--- src/rtl/dref_pkg.sv ---
package dref_pkg;

    typedef enum logic [1:0] {
        ST_PAUSE,
        ST_INIT,
        ST_IDLE,
        ST_BURST
    } sched_state_e;

    typedef enum logic [1:0] {
        PH_IDLE,
        PH_PRE,
        PH_CSET,
        PH_RLOW
    } cbr_phase_e;

endpackage

--- src/rtl/dref_interval_timer.sv ---
module dref_interval_timer #(
    parameter int PERIOD = 1560
) (
    input  logic clk,
    input  logic rst_n,
    input  logic en,
    output logic tick
);
    localparam int CW = $clog2(PERIOD + 1);

    typedef struct packed {
        logic [CW-1:0] cnt;
    } tmr_reg_t;

    tmr_reg_t r_d, r_q;

    always_comb begin
        r_d  = r_q;
        tick = en && (r_q.cnt == CW'(PERIOD - 1));
        if (!en)       r_d.cnt = '0;
        else if (tick) r_d.cnt = '0;
        else           r_d.cnt = r_q.cnt + 1'b1;
    end

    always_ff @(posedge clk) begin
        if (!rst_n) r_q <= '0;
        else        r_q <= r_d;
    end
endmodule

--- src/rtl/dref_backlog.sv ---
module dref_backlog #(
    parameter int MAX_PENDING = 8
) (
    input  logic clk,
    input  logic rst_n,
    input  logic inc,
    input  logic dec,
    output logic nonzero,
    output logic more_than_one
);
    localparam int BW = $clog2(MAX_PENDING + 1);

    typedef struct packed {
        logic [BW-1:0] count;
    } blg_reg_t;

    blg_reg_t r_d, r_q;
    logic     inc_eff;

    always_comb begin
        r_d     = r_q;
        inc_eff = inc && (r_q.count != BW'(MAX_PENDING));
        case ({inc_eff, dec})
            2'b10:   r_d.count = r_q.count + 1'b1;
            2'b01:   r_d.count = r_q.count - 1'b1;
            default: r_d.count = r_q.count;
        endcase
        nonzero       = (r_q.count != '0);
        more_than_one = (r_q.count > BW'(1));
    end

    always_ff @(posedge clk) begin
        if (!rst_n) r_q <= '0;
        else        r_q <= r_d;
    end
endmodule

--- src/rtl/dref_cbr_seq.sv ---
module dref_cbr_seq
    import dref_pkg::*;
#(
    parameter int T_RP  = 3,
    parameter int T_CSR = 1,
    parameter int T_RAS = 5
) (
    input  logic clk,
    input  logic rst_n,
    input  logic start,
    output logic ras_n,
    output logic cas_n,
    output logic done
);
    localparam int TMAX_A = (T_RP > T_CSR) ? T_RP : T_CSR;
    localparam int TMAX   = (TMAX_A > T_RAS) ? TMAX_A : T_RAS;
    localparam int CW     = $clog2(TMAX + 1);

    typedef struct packed {
        cbr_phase_e    phase;
        logic [CW-1:0] cnt;
        logic          ras_n;
        logic          cas_n;
    } seq_reg_t;

    seq_reg_t s_d, s_q;

    always_comb begin
        s_d  = s_q;
        done = (s_q.phase == PH_RLOW) && (s_q.cnt == '0);
        case (s_q.phase)
            PH_IDLE: begin
                if (start) begin
                    s_d.phase = PH_PRE;
                    s_d.cnt   = CW'(T_RP - 1);
                end
            end
            PH_PRE: begin
                if (s_q.cnt == '0) begin
                    s_d.phase = PH_CSET;
                    s_d.cnt   = CW'(T_CSR - 1);
                end else begin
                    s_d.cnt = s_q.cnt - 1'b1;
                end
            end
            PH_CSET: begin
                if (s_q.cnt == '0) begin
                    s_d.phase = PH_RLOW;
                    s_d.cnt   = CW'(T_RAS - 1);
                end else begin
                    s_d.cnt = s_q.cnt - 1'b1;
                end
            end
            default: begin
                if (s_q.cnt == '0) begin
                    if (start) begin
                        s_d.phase = PH_PRE;
                        s_d.cnt   = CW'(T_RP - 1);
                    end else begin
                        s_d.phase = PH_IDLE;
                    end
                end else begin
                    s_d.cnt = s_q.cnt - 1'b1;
                end
            end
        endcase
        s_d.ras_n = (s_d.phase != PH_RLOW);
        s_d.cas_n = !((s_d.phase == PH_CSET) || (s_d.phase == PH_RLOW));
    end

    always_ff @(posedge clk) begin
        if (!rst_n) begin
            s_q.phase <= PH_IDLE;
            s_q.cnt   <= '0;
            s_q.ras_n <= 1'b1;
            s_q.cas_n <= 1'b1;
        end else begin
            s_q <= s_d;
        end
    end

    assign ras_n = s_q.ras_n;
    assign cas_n = s_q.cas_n;
endmodule

--- src/rtl/dram_refresh_sched.sv ---
module dram_refresh_sched
    import dref_pkg::*;
#(
    parameter int REFI_CYCLES  = 1560,
    parameter int PAUSE_CYCLES = 20000,
    parameter int INIT_CYCLES  = 8,
    parameter int MAX_PENDING  = 8,
    parameter int T_RP         = 3,
    parameter int T_CSR        = 1,
    parameter int T_RAS        = 5
) (
    input  logic clk,
    input  logic rst_n,
    input  logic ref_gnt,
    output logic ref_req,
    output logic init_done,
    output logic pin_own,
    output logic ras_n,
    output logic cas_n,
    output logic we_n
);
    localparam int PW = $clog2(PAUSE_CYCLES + 1);
    localparam int IW = $clog2(INIT_CYCLES + 1);

    typedef struct packed {
        sched_state_e  state;
        logic [PW-1:0] pcnt;
        logic [IW-1:0] left;
        logic          init_done;
    } top_reg_t;

    top_reg_t t_d, t_q;
    logic     seq_start, seq_done, tick, pend_dec, pend_nz, pend_multi;

    dref_interval_timer #(.PERIOD(REFI_CYCLES)) u_timer (
        .clk   (clk),
        .rst_n (rst_n),
        .en    (t_q.init_done),
        .tick  (tick)
    );

    dref_backlog #(.MAX_PENDING(MAX_PENDING)) u_backlog (
        .clk           (clk),
        .rst_n         (rst_n),
        .inc           (tick),
        .dec           (pend_dec),
        .nonzero       (pend_nz),
        .more_than_one (pend_multi)
    );

    dref_cbr_seq #(.T_RP(T_RP), .T_CSR(T_CSR), .T_RAS(T_RAS)) u_seq (
        .clk   (clk),
        .rst_n (rst_n),
        .start (seq_start),
        .ras_n (ras_n),
        .cas_n (cas_n),
        .done  (seq_done)
    );

    always_comb begin
        t_d       = t_q;
        seq_start = 1'b0;
        pend_dec  = 1'b0;
        case (t_q.state)
            ST_PAUSE: begin
                if (t_q.pcnt == PW'(PAUSE_CYCLES - 1)) begin
                    t_d.state = ST_INIT;
                    t_d.left  = IW'(INIT_CYCLES);
                    seq_start = 1'b1;
                end else begin
                    t_d.pcnt = t_q.pcnt + 1'b1;
                end
            end
            ST_INIT: begin
                if (seq_done) begin
                    if (t_q.left == IW'(1)) begin
                        t_d.state     = ST_IDLE;
                        t_d.init_done = 1'b1;
                    end else begin
                        t_d.left  = t_q.left - 1'b1;
                        seq_start = 1'b1;
                    end
                end
            end
            ST_IDLE: begin
                if (pend_nz && ref_gnt) begin
                    t_d.state = ST_BURST;
                    seq_start = 1'b1;
                end
            end
            default: begin
                if (seq_done) begin
                    pend_dec = 1'b1;
                    if (pend_multi) seq_start = 1'b1;
                    else            t_d.state = ST_IDLE;
                end
            end
        endcase
    end

    always_ff @(posedge clk) begin
        if (!rst_n) begin
            t_q.state     <= ST_PAUSE;
            t_q.pcnt      <= '0;
            t_q.left      <= '0;
            t_q.init_done <= 1'b0;
        end else begin
            t_q <= t_d;
        end
    end

    assign ref_req   = (t_q.state == ST_IDLE) && pend_nz;
    assign pin_own   = (t_q.state != ST_IDLE);
    assign init_done = t_q.init_done;
    assign we_n      = 1'b1;
endmodule

--- config.mk ---
export PLATFORM = sky130hd
export DESIGN_NAME = dram_refresh_sched
export DESIGN_NICKNAME = d
export VERILOG_FILES = /design/src/rtl/dref_pkg.sv /design/src/rtl/dref_interval_timer.sv /design/src/rtl/dref_backlog.sv /design/src/rtl/dref_cbr_seq.sv /design/src/rtl/dram_refresh_sched.sv
export SDC_FILE = /design/constraint.sdc
export NUM_CORES = 1
export LEC_CHECK = 0
export ABC_AREA = 1
export BUFFER_PORTS_ARGS = -buffer_cell sky130_fd_sc_hd__buf_2
export CORE_ASPECT_RATIO = 2
export CORE_MARGIN = 5
export CORE_UTILIZATION = 60
export DETAILED_ROUTE_END_ITERATION = 10
export PLACE_DENSITY_LB_ADDON = 0.08
export SLEW_MARGIN = 20
export SYNTH_ARGS = -nofsm -noshare
export SYNTH_HDL_FRONTEND = slang
export SYNTH_SLANG_ARGS = --single-unit
--- constraint.sdc ---
create_clock -name clk -period 2.33 [get_ports clk]
set_input_delay 0.233 -clock clk [delete_from_list [all_inputs] [get_ports clk]]
set_output_delay 0.233 -clock clk [all_outputs]
set_load 0.01 [all_outputs]
==> reports/summary.log, run 1 <==
qor: global_routing.congestion_overflow_gr 0
qor: floorplanning.die-width 55.0 µm
qor: timing.final_period_minus_worst_setup_slack 2.07 ns
qor: synth.yosysMostFrequentCell sky130_fd_sc_hd__nand2_1
qor: timing.setup_viol 0
qor: timing.maxClockFrequency 0.483 GHz
qor: route.antenna_left 0
qor: setup_path.reg2reg_from u_timer.r_q[0]$_SDFF_PP0_
qor: setup_path.r2r-end u_backlog.r_q[2]$_SDFFE_PN0P_
qor: final_layout.layout.nets 356
qor: setup_path.type_of_the_worst_setup_path register to register
qor: timing.timing.setup.tns 0 ns
qor: setup_path.worst-path-max-fanout 6
qor: synth.synthesized_flop_and_latch_total 44
qor: setup_path.r2r_setup_slack 0.26 ns
qor: timing.fin_worst_skew 0.00475 ns
qor: synth.syn-num-nets 349
qor: hold_path.hold_path_class input port to register
qor: setup_path.endpoint_kind register
qor: final_layout.syn2layout_area_growth 5.86%
qor: placed_design.place_area 2480 µm²
qor: floorplanning.num_io_pins 9
qor: final_layout.design_area 2580 µm²
qor: setup_path.reg2reg_depth 10
qor: final_layout.layout-drive-gt1-share 0.125
qor: outcome.outcome completed
qor: global_routing.grt_max_degree 20
qor: final_layout.insertedDiodeCount 0
qor: placed_design.hpwl 3.94 mm
qor: final_layout.n_fill_cell 390
qor: global_routing.first_global_vias 2164
qor: route.initialDrtViolationCount 50
qor: timing.slew_violations 0
qor: synth.synth_area 2430 µm²
qor: cts.postCtsResizedCells 0
qor: synth.total_number_of_yosys_warnings 0
qor: global_routing.antenna_found_initial 0
qor: hold_path.hold_path_end t_q[11]$_SDFFE_PN0P_
qor: power_and_ir_drop.power.ir.vdd_worst 0.525 mV
qor: synth.synth-edff-count 0
qor: power_and_ir_drop.pwr_density_cell 545 nW/µm²
qor: route.vias_per_cell 5.33
qor: synth.synthDominantAreaCellType sky130_fd_sc_hd__dfxtp_1
qor: floorplanning.chipHeight 100 µm
qor: cts.tritoncts done
qor: synth.synth.top_cell.area_share 0.362
qor: floorplanning.design.die.area 5510 µm²
qor: hold_path.hold-path-cell-count 3
qor: route.remaining_drc_errors 0
qor: placed_design.io_buffer_count 7
qor: floorplanning.core_area 3880 µm²
qor: timing.grt_setup_unrepaired false
qor: synth.synthesis.area_per_instance 7.22 µm²
qor: timing.report.final.hold_viol_count 0
qor: job.maxCapViolCount 0
qor: cts.ctsLongestPathBuffers 2
qor: route.finalWirelength 5.05 mm
qor: setup_path.setup_crit_start_kind register
qor: floorplanning.effective_utilization_at_floorplan 0.627
qor: timing.portion_of_the_clock_cycle_consumed_by_the_worst_path_in_the_final_layout 0.888
qor: synth.synth_top_area_cells sky130_fd_sc_hd__dfxtp_1 36%, sky130_fd_sc_hd__nand2_1 9.1%, sky130_fd_sc_hd__inv_1 6.3%
qor: synth.ys_top_cells_by_count 59 x sky130_fd_sc_hd__nand2_1, 44 x sky130_fd_sc_hd__dfxtp_1, 41 x sky130_fd_sc_hd__inv_1
qor: hold_path.hold_path_startpoint rst_n
qor: route.route.vias.total 2111
qor: placed_design.globalplace.congestion 0.784
qor: cts.cts_htree_levels 2
qor: synth.synthesized_instance_count 337
qor: synth.synth_ff_type sky130_fd_sc_hd__dfxtp_1
qor: cts.cts-root-buf sky130_fd_sc_hd__clkbuf_8
qor: power_and_ir_drop.total_leakage_power 0.952 nW
qor: timing.max_slew.worst_pin.slew 0.573 ns
qor: synth.ys_async_sr_fraction 0
qor: placed_design.placed_cells 388
qor: timing.hold_slack 0.342 ns
qor: route.wire_length_per_cell 12.8 µm
qor: global_routing.grt_pass1_wl 8.93 mm
qor: route.detail_route.first_pass.iterations 5
qor: setup_path.worst_ep_required_time 2.51 ns
qor: setup_path.worst-endpoint-arrival 2.25 ns
qor: floorplanning.core.rowCount 32
qor: cts.clock_sink_count 44
qor: power_and_ir_drop.post-layout-total-power 0.00140 W
qor: cts.cts.hold.buffers_added 0
qor: synth.ys_types 42
qor: final_layout.finish.cell_count_without_fillers 396
qor: cts.post-cts-setup-buffers 0
qor: cts.cts.reportedPaths.clkPinSlew 0.08 ns
qor: cts.clock_insertion_delay_worst_skew 0.29 ns
qor: cts.cts_made_buffers 5
qor: global_routing.grtUsageTotal 0.216
qor: timing.relSlewSlack 0.617
qor: synth.synth.yosys.seq_area_share 0.362
[worst max-delay path, stage by stage, from the launching register on]
cell and delay, ns:
sky130_fd_sc_hd__dfxtp_1 0.38, sky130_fd_sc_hd__ha_1 0.18, sky130_fd_sc_hd__nand2_1 0.10, sky130_fd_sc_hd__nor2_1 0.12, sky130_fd_sc_hd__nand3_1 0.12, sky130_fd_sc_hd__a31o_2 0.24
sky130_fd_sc_hd__ha_1 0.33, sky130_fd_sc_hd__a21oi_1 0.15, sky130_fd_sc_hd__o21ai_0 0.12, sky130_fd_sc_hd__o21ai_0 0.16, sky130_fd_sc_hd__a21oi_1 0.05
[cell type report]
cell class                 instances  area (µm²)  share of cell area
sequential                        44         881               0.342
multi-input combinational        239        1320               0.514
clock inverter                     1        7.51             0.00291
timing repair buffer               7        35.0              0.0136
tap                               51        63.8              0.0248
inverter                          47         179              0.0695
clock buffer                       7        86.3              0.0335
[registers in the layout, indices dropped and copies added, names as in the netlist]
register,flops
u_seq.cas_n,1
u_seq.s_q,5
u_backlog.r_q,4
u_timer.r_q,11
init_done,1
u_seq.ras_n,1
t_q,21
[layout by cell type, fill, tap and decap left out, types with 2 or more instances in the layout]
| cell | n |
|---|---|
| sky130_fd_sc_hd__nor2_1 | 40 |
| sky130_fd_sc_hd__nand3_1 | 18 |
| sky130_fd_sc_hd__xor2_1 | 7 |
| sky130_fd_sc_hd__a21oi_2 | 2 |
| sky130_fd_sc_hd__inv_1 | 41 |
| sky130_fd_sc_hd__clkinv_1 | 2 |
| sky130_fd_sc_hd__a21oi_1 | 29 |
| sky130_fd_sc_hd__clkbuf_8 | 6 |
| sky130_fd_sc_hd__a31oi_1 | 3 |
| sky130_fd_sc_hd__o21bai_1 | 2 |
| sky130_fd_sc_hd__buf_2 | 7 |
| sky130_fd_sc_hd__nor2_2 | 5 |
| sky130_fd_sc_hd__xnor2_1 | 5 |
| sky130_fd_sc_hd__nand4_1 | 2 |
| sky130_fd_sc_hd__o211ai_1 | 3 |
| sky130_fd_sc_hd__o21ai_0 | 15 |
| sky130_fd_sc_hd__ha_1 | 9 |
| sky130_fd_sc_hd__dfxtp_1 | 44 |
| sky130_fd_sc_hd__nor3_1 | 9 |
| sky130_fd_sc_hd__inv_2 | 3 |
| sky130_fd_sc_hd__o21ai_1 | 4 |
| sky130_fd_sc_hd__nor4_1 | 2 |
| sky130_fd_sc_hd__nand2_4 | 4 |
| sky130_fd_sc_hd__nor3_2 | 3 |
| sky130_fd_sc_hd__nand2_2 | 5 |
| sky130_fd_sc_hd__nand2_1 | 59 |
[kinds of logic (layout without fill, tap and decap cells)]
logic type      after synthesis  after routing  share of synthesized area
xor+xnor                     12             12                     0.0432
buf+inv                      54             62                     0.0941
fa+ha+maj                     9              9                     0.0463
simple gates                153            153                      0.303
other cells                   1              1                    0.00154
compound gates               64             64                      0.150
flops                        44             44                      0.362
[metal layers]
metal  vias up  track usage  wire [µm]
met5         -            0          0
met4         0       0.0936        119
met3        10       0.0431        133
met2        20        0.412       2980
met1       983        0.204       1820
li1       1098            -          -
[through the flow]
step	worst slack [ns]	utilization
final	0.260	0.663
after global routing	0.00191	0.663
after CTS	0.268	0.663
after detailed placement	0.285	0.639
after global placement	0.339	0.639
after floorplan	0.481	-
[how the worst max path moves through the flow]
| stage | startpoint | endpoint | slack [ns] |
|---|---|---|---|
| floorplan | u_timer.r_q[0]$_SDFF_PP0_ | u_backlog.r_q[3]$_SDFFE_PN0P_ | 0.48 |
| global placement | u_timer.r_q[0]$_SDFF_PP0_ | u_backlog.r_q[3]$_SDFFE_PN0P_ | 0.34 |
| detailed placement | u_timer.r_q[0]$_SDFF_PP0_ | u_backlog.r_q[2]$_SDFFE_PN0P_ | 0.28 |
| CTS | u_timer.r_q[0]$_SDFF_PP0_ | u_backlog.r_q[2]$_SDFFE_PN0P_ | 0.27 |
| global route | u_timer.r_q[0]$_SDFF_PP0_ | u_backlog.r_q[2]$_SDFFE_PN0P_ | 0.002 |
| finish | u_timer.r_q[0]$_SDFF_PP0_ | u_backlog.r_q[2]$_SDFFE_PN0P_ | 0.26 |
[report_power, final]
| group | total [W] | switching (W) | internal [W] |
|---|---|---|---|
| clock network | 0.000495 | 0.000254 | 0.000241 |
| logic | 0.000124 | 0.0000863 | 0.0000381 |
| registers | 0.000785 | 0.0000153 | 0.000770 |
Power figures use the tool's default switching activity.
==> run 2, diff against run 1 <==
- CORE_UTILIZATION: 60 -> 55
- clock period: 2.33 -> 1.7 ns (I/O delays scaled with it)
==> run 2 against run 1 <==
Against the previous run: the run now ends with setup timing left; sequential share of layout area shrank 4.8 points; die area rose by 7.8%; clock power increased by 73%; core utilization grew 3.5 points; register-to-register slack got worse by 0.27 ns; flip-flop and latch count did not move; routed wire length is 14% higher; critical path type unchanged; largest cell class unchanged; largest power group unchanged.
==> reports/summary.log, run 2 (synthesis gave the netlist of run 1 again) <==
qor: outcome.outcome complete, but fails checks
qor: outcome.failing_checks setup timing
qor: final_layout.mostFrequentLayoutCell sky130_fd_sc_hd__nand2_1
qor: placed_design.globalplace.congestion 0.809
qor: power_and_ir_drop.p_seq_frac 0.507
qor: cts.clock_sink_count 44
qor: final_layout.layout-drive-gt1-share 0.288
qor: timing.grt_setup_unrepaired true
qor: floorplanning.num_io_pins 9
qor: cts.clock_insertion_delay_worst_skew 0.30 ns
qor: setup_path.worst-path-max-fanout 3
qor: timing.final_period_minus_worst_setup_slack 1.71 ns
qor: route.finalWirelength 5.76 mm
qor: cts.cts_htree_levels 2
qor: floorplanning.design.die.area 5940 µm²
qor: power_and_ir_drop.net-switching-power 0.000518 W
qor: route.remaining_drc_errors 0
qor: global_routing.grt_max_degree 18
qor: timing.setup_viol 1
qor: floorplanning.effective_utilization_at_floorplan 0.561
qor: setup_path.endpoint_kind register
qor: route.route.vias.total 2277
qor: final_layout.largest_register_ffs 21
qor: timing.hold_slack 0.350 ns
qor: floorplanning.chipHeight 104 µm
qor: power_and_ir_drop.switching_fraction 0.245
qor: global_routing.first_global_vias 2318
qor: power_and_ir_drop.share_clk_of_total_power 0.404
qor: global_routing.grtUsageTotal 0.205
qor: route.wire_length_per_cell 13.2 µm
qor: timing.report.final.hold_viol_count 0
qor: final_layout.finish.cell_count_without_fillers 436
qor: final_layout.layout_top_registers t_q x21, u_timer.r_q x11, u_seq.s_q x5
qor: route.antenna_left 0
qor: timing.maxClockFrequency 0.584 GHz
qor: route.initialDrtViolationCount 56
qor: final_layout.insertedDiodeCount 0
qor: power_and_ir_drop.total_leakage_power 1.19 nW
qor: timing.relSlewSlack 0.623
qor: placed_design.place_area 2770 µm²
qor: timing.portion_of_the_clock_cycle_consumed_by_the_worst_path_in_the_final_layout 1.01
qor: final_layout.layout.nets 393
qor: placed_design.hpwl 4.25 mm
qor: final_layout.registers.top_by_ff_count t_q
qor: cts.tritoncts done
qor: placed_design.place_worst_setup_slack -0.135 ns
qor: global_routing.congestion_overflow_gr 0
qor: power_and_ir_drop.power_frac_comb 0.088
qor: cts.ctsLongestPathBuffers 2
qor: cts.cts.reportedPaths.clkPinSlew 0.09 ns
qor: power_and_ir_drop.pwr_density_cell 699 nW/µm²
qor: floorplanning.die-width 57.0 µm
qor: route.detail_route.first_pass.iterations 5
qor: final_layout.mostFrequentLayoutCells 58 x sky130_fd_sc_hd__nand2_1, 38 x sky130_fd_sc_hd__nor2_1, 37 x sky130_fd_sc_hd__inv_1
qor: timing.fin_worst_skew 0.00409 ns
qor: hold_path.hold_path_class input port to register
qor: global_routing.antenna_found_initial 0
qor: setup_path.worst_ep_required_time 1.89 ns
qor: placed_design.io_buffer_count 7
qor: hold_path.hold-path-cell-count 4
qor: cts.cts-root-buf sky130_fd_sc_hd__clkbuf_8
qor: setup_path.type_of_the_worst_setup_path register to register
qor: setup_path.setup_crit_start_kind register
qor: timing.timing.final.ws_setup -0.0123 ns
qor: setup_path.reg2reg_depth 8
qor: floorplanning.core.rowCount 34
qor: timing.slew_violations 0
qor: placed_design.placed_cells 426
qor: final_layout.design_area 3030 µm²
qor: power_and_ir_drop.p_int 0.00160 W
qor: timing.max_slew.worst_pin.slew 0.565 ns
qor: setup_path.r2r_setup_slack -0.01 ns
qor: global_routing.grt_pass1_wl 9.74 mm
qor: final_layout.syn2layout_area_growth 24.5%
qor: power_and_ir_drop.power.ir.vdd_worst 0.689 mV
qor: setup_path.worst-endpoint-arrival 1.90 ns
qor: floorplanning.core_area 4340 µm²
qor: cts.cts_made_buffers 5
qor: job.maxCapViolCount 0
qor: route.vias_per_cell 5.22
run 2: cell types whose count changed in the layout (fill, tap and decap cells not counted), sizes merged:
cell      delta
clkbuf       -1
bufinv       +1
clkinv       +1
buf         +37
clkinvlp     -1
run 2: critical path, stage by stage, from the launching register on:
cell and delay, ns:
sky130_fd_sc_hd__dfxtp_2 0.34, sky130_fd_sc_hd__nor4_4 0.28, sky130_fd_sc_hd__nand3_2 0.13, sky130_fd_sc_hd__a31o_4 0.23, sky130_fd_sc_hd__ha_4 0.22, sky130_fd_sc_hd__a21oi_2 0.12, sky130_fd_sc_hd__o21ai_2 0.08, sky130_fd_sc_hd__o21ai_1 0.15
sky130_fd_sc_hd__a21oi_1 0.06
run 2: final cells by class:
| class | count | area [µm²] |
|---|---|---|
| inverter | 47 | 181 |
| sequential | 44 | 891 |
| multi-input combinational | 239 | 1440 |
| timing repair buffer | 44 | 324 |
| tap | 54 | 67.6 |
| clock buffer | 6 | 82.6 |
| fill | 381 | 1310 |
| clock inverter | 2 | 38.8 |
run 2: layer usage:
layer | up-vias | routed length, µm | track usage
li1 | 1176 | - | -
met2 | 33 | 3420 | 0.402
met3 | 13 | 120 | 0.0298
met5 | - | 0 | 0
met4 | 0 | 160 | 0.111
met1 | 1055 | 2060 | 0.188
run 2: final timing paths:
check	start	to
worst max register to register	u_timer.r_q[5]$_SDFF_PP0_	u_backlog.r_q[3]$_SDFFE_PN0P_
worst min-delay path	rst_n	t_q[20]$_SDFFE_PN0P_
worst min register to register	t_q[1]$_SDFFE_PN0P_	t_q[1]$_SDFFE_PN0P_
worst max-delay path	u_timer.r_q[5]$_SDFF_PP0_	u_backlog.r_q[3]$_SDFFE_PN0P_
run 2: through the flow:
stage | power (W) | TNS, ns | util
floorplan | 0.00124 | -0.0222 | -
global placement | 0.00128 | -0.0786 | 0.637
detailed placement | 0.00128 | -0.257 | 0.637
CTS | 0.00213 | -0.0586 | 0.672
global route | 0.00221 | -0.345 | 0.698
finish | 0.00212 | -0.0123 | 0.698
run 2: power groups by stage:
stage	sequential [W]	combinational, W	clock [W]
2_1_floorplan	0.00110	0.000149	0
3_3_place_gp	0.00110	0.000180	0
3_5_place_dp	0.00110	0.000185	0
4_1_cts	0.00108	0.000185	0.000872
5_1_grt	0.00108	0.000219	0.000915
6_report	0.00107	0.000187	0.000856
run 2: what timing repair did:
| action | CTS | global route |
|---|---|---|
| hold endpoints to repair | 0 | 0 |
| gates resized for setup | 10 | 31 |
| setup buffers | 0 | 2 |
| pin swaps | 2 | 6 |
| hold buffers | 0 | 0 |
| setup endpoints to repair | 4 | 10 |
==> run 3, diff against run 2 <==
- REMOVE_ABC_BUFFERS: not set -> 1
- TNS_END_PERCENT: not set -> 20
==> run 3 against run 2 <==
Against the previous run: the run still ends with setup timing left; design area decreased by 2.1%; worst hold slack worse by 0.11 ns; setup slack got worse by 0.12 ns; core utilization down 1.5 points; clock power decreased by 22%; via count down 2.2%; non-clock buffer count up 2; critical endpoint is now u_backlog.r_q[2]$_SDFFE_PN0P_; largest cell class unchanged; largest power group unchanged.
==> reports/summary.log, run 3 (synthesis gave the netlist of run 1 again) <==
qor: outcome.outcome complete, but fails checks
qor: outcome.failing_checks setup timing
qor: final_layout.layout-drive-gt1-share 0.263
qor: cts.clock_insertion_delay_worst_skew 0.29 ns
qor: final_layout.n_fill_cell 402
qor: setup_path.reg2reg_depth 9
qor: floorplanning.effective_utilization_at_floorplan 0.561
qor: hold_path.hold_path_end u_backlog.r_q[0]$_SDFFE_PN0P_
qor: timing.maxClockFrequency 0.546 GHz
qor: floorplanning.core_area 4340 µm²
qor: cts.cts_htree_levels 2
qor: job.maxCapViolCount 0
qor: power_and_ir_drop.power.ir.vdd_worst 0.662 mV
qor: placed_design.place_area 2770 µm²
qor: timing.fin_worst_skew 0.00490 ns
qor: setup_path.setup_crit_start_kind register
qor: placed_design.hpwl 4.06 mm
qor: setup_path.worst-path-max-fanout 3
qor: cts.ctsLongestPathBuffers 2
qor: route.finalWirelength 5.41 mm
qor: final_layout.design_area 2960 µm²
qor: global_routing.grtUsageTotal 0.188
qor: route.antenna_left 0
qor: placed_design.io_buffer_count 7
qor: route.initialDrtViolationCount 40
qor: timing.final_period_minus_worst_setup_slack 1.83 ns
qor: setup_path.type_of_the_worst_setup_path register to register
qor: route.vias_per_cell 5.09
qor: global_routing.grt_max_degree 13
qor: route.detail_route.first_pass.iterations 5
qor: floorplanning.chipHeight 104 µm
qor: timing.slew_violations 0
qor: cts.clock_sink_count 44
qor: floorplanning.die-width 57.0 µm
qor: final_layout.largest_register_ffs 21
qor: setup_path.worst_ep_required_time 1.87 ns
qor: global_routing.grt_pass1_wl 9.05 mm
qor: route.wire_length_per_cell 12.3 µm
qor: final_layout.layout.nets 395
qor: cts.cts.reportedPaths.clkPinSlew 0.08 ns
qor: power_and_ir_drop.pwr_density_cell 652 nW/µm²
qor: final_layout.layout_top_registers t_q x21, u_timer.r_q x11, u_seq.s_q x5
qor: timing.hold_slack 0.242 ns
qor: route.remaining_drc_errors 0
qor: cts.cts_made_buffers 5
qor: power_and_ir_drop.post-layout-total-power 0.00193 W
qor: final_layout.finish.utilization 0.683
qor: setup_path.reg2reg_from u_timer.r_q[4]$_SDFF_PP0_
qor: setup_path.r2r-end u_backlog.r_q[2]$_SDFFE_PN0P_
qor: global_routing.first_global_vias 2232
qor: placed_design.globalplace.congestion 0.796
qor: global_routing.antenna_found_initial 0
qor: route.route.vias.total 2228
qor: final_layout.syn2layout_area_growth 21.8%
qor: cts.cts-root-buf sky130_fd_sc_hd__clkbuf_8
qor: setup_path.endpoint_kind register
qor: setup_path.worst-endpoint-arrival 2.00 ns
qor: final_layout.registers.top_by_ff_count t_q
qor: cts.tritoncts done
qor: hold_path.hold-path-cell-count 3
qor: final_layout.insertedDiodeCount 0
qor: timing.grt_setup_unrepaired true
qor: floorplanning.design.die.area 5940 µm²
qor: timing.portion_of_the_clock_cycle_consumed_by_the_worst_path_in_the_final_layout 1.08
qor: hold_path.hold_path_class input port to register
qor: final_layout.mostFrequentLayoutCells 58 x sky130_fd_sc_hd__nand2_1, 39 x sky130_fd_sc_hd__inv_1, 39 x sky130_fd_sc_hd__nor2_1, 39 x sky130_fd_sc_hd__dfxtp_1, 39 x sky130_fd_sc_hd__buf_4
qor: placed_design.place_worst_setup_slack -0.205 ns
qor: final_layout.mostFrequentLayoutCell sky130_fd_sc_hd__nand2_1
qor: power_and_ir_drop.total_leakage_power 1.15 nW
qor: global_routing.congestion_overflow_gr 0
qor: hold_path.hold_path_startpoint rst_n
qor: floorplanning.core.rowCount 34
qor: timing.timing.final.ws_setup -0.130 ns
qor: timing.setup_viol 3
qor: timing.report.final.hold_viol_count 0
qor: setup_path.r2r_setup_slack -0.13 ns
qor: floorplanning.num_io_pins 9
qor: cts.cts.hold.buffers_added 0
## run 3: cell count changes in the layout (fill, tap and decap cells not counted), sizes merged
cell | before | now
bufinv | 1 | 0
clkinv | 3 | 2
buf | 44 | 46
clkbuf | 6 | 8
## run 3: worst max-delay path: stages (launching register included)
cell and delay (ns):
sky130_fd_sc_hd__dfxtp_2 0.34, sky130_fd_sc_hd__inv_2 0.05, sky130_fd_sc_hd__nor4_4 0.29, sky130_fd_sc_hd__nand3_2 0.13, sky130_fd_sc_hd__a31o_4 0.24, sky130_fd_sc_hd__ha_4 0.25
sky130_fd_sc_hd__a21oi_2 0.11, sky130_fd_sc_hd__o21ai_2 0.08, sky130_fd_sc_hd__o21ai_1 0.17, sky130_fd_sc_hd__a21oi_1 0.06
## run 3: worst max-delay path by stage
stage	cells after the start	slack (ns)	start	end
6_report	9	-0.13	u_timer.r_q[4]$_SDFF_PP0_	u_backlog.r_q[2]$_SDFFE_PN0P_
5_1_grt	9	-0.21	u_timer.r_q[4]$_SDFF_PP0_	u_backlog.r_q[2]$_SDFFE_PN0P_
4_1_cts	10	0.001	u_timer.r_q[0]$_SDFF_PP0_	u_backlog.r_q[2]$_SDFFE_PN0P_
3_5_place_dp	10	-0.21	u_timer.r_q[1]$_SDFF_PP0_	u_backlog.r_q[3]$_SDFFE_PN0P_
3_3_place_gp	10	-0.11	u_timer.r_q[0]$_SDFF_PP0_	u_backlog.r_q[3]$_SDFFE_PN0P_
2_1_floorplan	10	-0.15	u_timer.r_q[0]$_SDFF_PP0_	u_backlog.r_q[3]$_SDFFE_PN0P_
## run 3: layer usage
layer  GRT usage  up-vias  wire length, µm
li1            -     1178                -
met1       0.186     1019             2160
met2       0.364       25             3100
met3      0.0311        6               67
met4      0.0746        0               78
met5           0        -                0
## run 3: timing repair
| action | CTS | global route |
|---|---|---|
| pin swaps | 2 | 8 |
| setup buffers | 0 | 1 |
| setup endpoints to repair | 4 | 8 |
| resized for setup | 11 | 20 |
## run 3: area by class of cell
cell class / instances / area, µm² / area share
Clock buffer: 8 / 90.1 / 0.0304
Inverter: 47 / 179 / 0.0604
Multi-Input combinational cell: 239 / 1410 / 0.476
Sequential cell: 44 / 890 / 0.300
Tap cell: 54 / 67.6 / 0.0228
Timing Repair Buffer: 46 / 328 / 0.111
## run 3: power by group
group / leakage, nW / switching [W] / internal (W)
clock network: 0.0455 / 0.000338 / 0.000332
logic: 0.748 / 0.000122 / 0.0000675
registers: 0.358 / 0.0000191 / 0.00105
total: 1.15 / 0.000479 / 0.00145
## run 3: stage by stage
step	std cells	setup TNS, ns
5_1_grt	438	-0.664
6_report	438	-0.224
3_5_place_dp	429	-0.617
3_3_place_gp	429	-0.278
4_1_cts	437	0
2_1_floorplan	330	-0.296
